==> src/rtl/lvr_pkg.sv <==
`timescale 1ns/1ps
package lvr_pkg;

    parameter int ADDR_W = 32;
    parameter int DATA_W = 32;
    parameter int TAG_W  = 4;

    typedef logic [ADDR_W-1:0] addr_t;
    typedef logic [DATA_W-1:0] data_t;
    typedef logic [TAG_W-1:0]  tag_t;

    // One speculative load held for replay
    typedef struct packed {
        tag_t  tag;
        addr_t addr;
        data_t data;
    } ld_entry_t;

    typedef enum logic [1:0] {
        RP_IDLE  = 2'd0,
        RP_ISSUE = 2'd1,
        RP_WAIT  = 2'd2
    } rp_state_e;

    typedef enum logic [1:0] {
        VR_NONE = 2'd0,
        VR_PASS = 2'd1,
        VR_FAIL = 2'd2
    } verdict_e;

    // Verdict on a replayed load: no verdict unless a response is being consumed
    function automatic verdict_e judge(input logic seen, input data_t early, input data_t late);
        if (!seen)
            return VR_NONE;
        else if (early == late)
            return VR_PASS;
        else
            return VR_FAIL;
    endfunction

endpackage

==> src/rtl/lvr_seq.sv <==
`timescale 1ns/1ps
module lvr_seq
    import lvr_pkg::*;
(
    input  logic      clk,
    input  logic      rst,
    input  logic      cmt_valid,
    input  logic      empty,
    input  ld_entry_t head,
    input  logic      mem_req_ready,
    input  logic      mem_rsp_valid,
    input  data_t     mem_rsp_data,
    output logic      mem_req_valid,
    output addr_t     mem_req_addr,
    output logic      cmt_stall,
    output logic      pop,
    output logic      flush,
    output logic      cmt_done,
    output logic      squash_valid,
    output tag_t      squash_tag
);

    rp_state_e st_q;
    verdict_e  verdict;
    logic      done_q, sq_q;
    tag_t      sq_tag_q;

    assign verdict       = judge(st_q == RP_WAIT && mem_rsp_valid, head.data, mem_rsp_data);
    assign pop           = (verdict == VR_PASS);
    assign flush         = (verdict == VR_FAIL);
    assign mem_req_valid = (st_q == RP_ISSUE);
    assign mem_req_addr  = head.addr;
    assign cmt_stall     = (st_q != RP_IDLE);
    assign cmt_done      = done_q;
    assign squash_valid  = sq_q;
    assign squash_tag    = sq_tag_q;

    always_ff @(posedge clk) begin
        if (rst) begin
            st_q     <= RP_IDLE;
            done_q   <= 1'b0;
            sq_q     <= 1'b0;
            sq_tag_q <= '0;
        end else begin
            done_q <= 1'b0;
            sq_q   <= 1'b0;
            case (st_q)
                RP_IDLE: begin
                    if (cmt_valid && !empty)
                        st_q <= RP_ISSUE;
                end
                RP_ISSUE: begin
                    if (mem_req_ready)
                        st_q <= RP_WAIT;
                end
                RP_WAIT: begin
                    if (verdict == VR_PASS) begin
                        done_q <= 1'b1;
                        st_q   <= RP_IDLE;
                    end else if (verdict == VR_FAIL) begin
                        sq_q     <= 1'b1;
                        sq_tag_q <= head.tag;
                        st_q     <= RP_IDLE;
                    end
                end
                default: st_q <= RP_IDLE;
            endcase
        end
    end


    req_hold_chk: assert property (@(posedge clk) disable iff (rst)
        (mem_req_valid && !mem_req_ready) |=> (mem_req_valid && $stable(mem_req_addr)));


    stall_release_chk: assert property (@(posedge clk) disable iff (rst)
        $fell(cmt_stall) |-> (cmt_done || squash_valid));


    done_pulse_chk: assert property (@(posedge clk) disable iff (rst)
        cmt_done |=> !cmt_done);


    squash_pulse_chk: assert property (@(posedge clk) disable iff (rst)
        squash_valid |=> !squash_valid);


    verdict_excl_chk: assert property (@(posedge clk) disable iff (rst)
        !(cmt_done && squash_valid));

endmodule

==> config.mk <==
export PLATFORM = sky130hd
export DESIGN_NAME = lvr_seq
export DESIGN_NICKNAME = d
export VERILOG_FILES = /design/src/rtl/lvr_pkg.sv /design/src/rtl/lvr_seq.sv
export SDC_FILE = /design/constraint.sdc
export NUM_CORES = 1
export LEC_CHECK = 0
export ABC_AREA = 1
export ABC_CLOCK_PERIOD_IN_PS = 1100
export BUFFER_PORTS_ARGS = -buffer_cell sky130_fd_sc_hd__buf_2
export CAP_MARGIN = 20
export CORE_ASPECT_RATIO = 0.8
export CORE_UTILIZATION = 28
export CTS_BUF_LIST = sky130_fd_sc_hd__clkbuf_8 sky130_fd_sc_hd__clkbuf_16
export DETAILED_ROUTE_END_ITERATION = 8
export PLACE_DENSITY = 0.75
export SETUP_SLACK_MARGIN = 0.3
export SLEW_MARGIN = 15
export SYNTH_ARGS = -nofsm -noshare
export SYNTH_HDL_FRONTEND = slang
export SYNTH_SLANG_ARGS = --single-unit
==> constraint.sdc <==
create_clock -name clk -period 1.1 [get_ports clk]
set_input_delay 0.055 -clock clk [delete_from_list [all_inputs] [get_ports clk]]
set_output_delay 0.055 -clock clk [all_outputs]
set_load 0.005 [all_outputs]
==> impl_metrics.py <==
metrics = {
    "run_status": {
        "status": "finished, violations left",
        "violations": "design-rule violations, negative setup slack",
    },
    "route": {
        "vias_per_cell": 4.14,
        "drtIter0Drc": 28,
        "finalWirelength_mm": 2.77,
        "wire_per_inst_um": 9.72,
        "drc": 4,
        "postRouteAntennaNets": 0,
        "dr.pass1.iters": 7,
        "num_vias": 1179,
    },
    "finish": {
        "num-fill-cells": 357,
        "multiInputGateArea_um2": 699,
        "layout_common_cells": "buf_2 (83), nand2_1 (52), inv_1 (25), xnor2_1 (17), nor2_1 (11)",
        "num_antenna_cells": 0,
        "stdcell_count": 285,
        "fin_nets": 351,
        "final_common_cell": "buf_2",
        "design_area_mm2": 0.00159,
        "area_growth_pct": 47.8,
        "drive_gt1_frac": 0.519,
        "fin_util": 0.448,
        "seqCellArea_um2": 165,
    },
    "sta": {
        "setup_viol": 7,
        "min_period_ns": 1.18,
        "max_freq_mhz": 848,
        "finalSetupTns_ns": -0.341,
        "finClkSkew_ns": 0.00256,
        "finalMaxSlewViolations": 0,
        "setup_slack_ns": -0.0789,
        "relSlewSlack": 0.842,
        "worst_pin_slew_ns": 0.237,
        "rsz0062_at_grt": "yes",
        "hold_viol": 0,
        "period_share": 1.07,
    },
    "placement": {
        "dpl-instance-area_mm2": 0.00131,
        "place_hpwl_mm": 2.09,
        "dp.cells": 272,
        "io_buffers": 83,
        "gp_congestion": 0.713,
    },
    "grt": {
        "grt_pass1_wl_mm": 4.27,
        "grt_max_degree": 9,
        "first_global_vias": 1105,
        "antenna_found_initial": 0,
        "grt_overflow": 0,
        "grt_util_all_layers": 0.135,
    },
    "critical_path": {
        "crit_chain": "nor3_4 -> nand3_2 -> inv_1 -> buf_2",
        "crit_path_max_fanout": 4,
        "slowest_delay_ns": 0.35,
        "worstSetupPathType": "reg -> out",
        "worst_setup_path_start_kind": "flip-flop",
        "cp-end-kind": "output pin",
        "cp.arrival_ns": 1.12,
        "critPathTopFamily": "simple AND/OR/NAND/NOR gates",
        "path_buf_inv": 2,
        "cp.required_ns": 1.04,
        "cp_slowest_cell": "dfxtp_4",
    },
    "floorplan": {
        "std_cell_rows": 19,
        "initial_utilization": 0.303,
        "die_w_um": 71.2,
        "coreArea_mm2": 0.00354,
        "ios": 148,
        "die_h_um": 57.4,
        "die_area_mm2": 0.00409,
    },
    "cts": {
        "clk_path_buf_depth": 2,
        "htree_levels": 1,
        "clk_pin_slew_worst_paths_ns": 0.04,
        "clock_sinks": 8,
        "cts_made_buffers": 3,
        "cts-root-buf": "clkbuf_8",
        "worstSkewPairLatency_ns": 0.23,
        "cts_tree": "done",
        "ctsHoldBuffers": 0,
    },
    "power_and_ir_drop": {
        "leakage_nw": 0.914,
        "irDropWorstVdd_mv": 0.323,
        "p_total_mw": 1.13,
        "powerDensity_mw_per_mm2": 711,
    },
    "yosys": {
        "netlist_instances": 178,
        "yosysUniqueCellTypes": 14,
        "seq_area_frac_synth": 0.149,
        "synth_area_mm2": 0.00107,
        "syn-num-nets": 284,
        "yosysWarnings": 0,
        "synth_area_per_cell_um2": 6.03,
        "synth_seq_cells": 8,
    },
    "flow_run": {
        "maxCapViolCount": 0,
    },
    "min_path": {
        "hp-class": "in -> reg",
    },
}
-- layout make-up --
cell class | instances | share of cell area
Tap cell | 42 | 0.0331
Timing Repair Buffer | 94 | 0.326
Clock buffer | 3 | 0.0260
Inverter | 29 | 0.0702
Sequential cell | 8 | 0.104
Multi-Input combinational cell | 109 | 0.441
-- cells in the mapped netlist --
cell type | instances | share of area
nor2_2 | 2 | 0.012
xnor2_1 | 23 | 0.19
nor2_1 | 15 | 0.052
inv_2 | 2 | 0.0070
a21oi_1 | 6 | 0.028
nand2_2 | 1 | 0.0058
dfxtp_1 | 8 | 0.15
buf_4 | 32 | 0.22
clkinv_1 | 2 | 0.0070
nand2_1 | 54 | 0.19
nor3_4 | 1 | 0.015
inv_1 | 25 | 0.087
a2111oi_0 | 1 | 0.0082
nand3_1 | 6 | 0.028
-- per-stage QoR --
stage | setup WS, ns | hold slack (ns)
after floorplan | 0.156 | 0.117
after global placement | -0.0915 | 0.110
after detailed placement | -0.108 | 0.110
after CTS | -0.103 | 0.0352
after global routing | -0.152 | 0.0452
final | -0.0789 | 0.0475
-- worst paths after layout --
kind	from	endpoint	slack, ns	cells past startpoint
worst min-delay path	mem_req_ready	st_q[0]$_SDFFE_PP0P_	0.05	2
worst max register to register	st_q[0]$_SDFFE_PP0P_	squash_tag[0]$_SDFFE_PP0P_	-0.06	6
worst max-delay path	st_q[0]$_SDFFE_PP0P_	pop	-0.08	4
worst min register to register	squash_tag[1]$_SDFFE_PP0P_	squash_tag[1]$_SDFFE_PP0P_	0.49	2
-- flip-flops by register name (all words and copies together) (netlist names) --
register and count:
squash_tag 4, st_q 2, cmt_done 1, squash_valid 1
-- where the power goes --
part | leakage [nW] | switching [mW] | internal [mW]
logic | 0.826 | 0.197 | 0.254
clock network | 0.0216 | 0.129 | 0.238
registers | 0.0659 | 0.00835 | 0.302
-- cells by family after synthesis --
logic type / after synthesis / synth area share
buffers and inverters: 61 / 0.325
xor gates and xnor gates: 23 / 0.188
DFF: 8 / 0.149
AOI/OAI and AO/OA: 7 / 0.0361
and+or+nand+nor: 79 / 0.302
-- timing repair --
action | 4_1_cts | 5_1_grt
gates cloned | 0 | 0
gates resized for setup | 19 | 15
setup buffers | 6 | 4
pin swaps | 13 | 16
endpoints found under the setup margin | 11 | 12
-- worst register-to-register path: stages, from the launching register on --
cell and delay [ns]:
dfxtp_4 0.35, nor3_4 0.26, buf_4 0.16, buf_6 0.12, nand3_2 0.07, nand2_1 0.06, nor2_1 0.04
-- layer usage --
layer  up-vias  GRT usage  share of wire
li1        622          -              -
met1       484      0.130           0.39
met2        64      0.253           0.48
met3         9     0.0583          0.096
met4         0     0.0543          0.028
met5         -          0              0
Power figures use the tool's default switching activity.
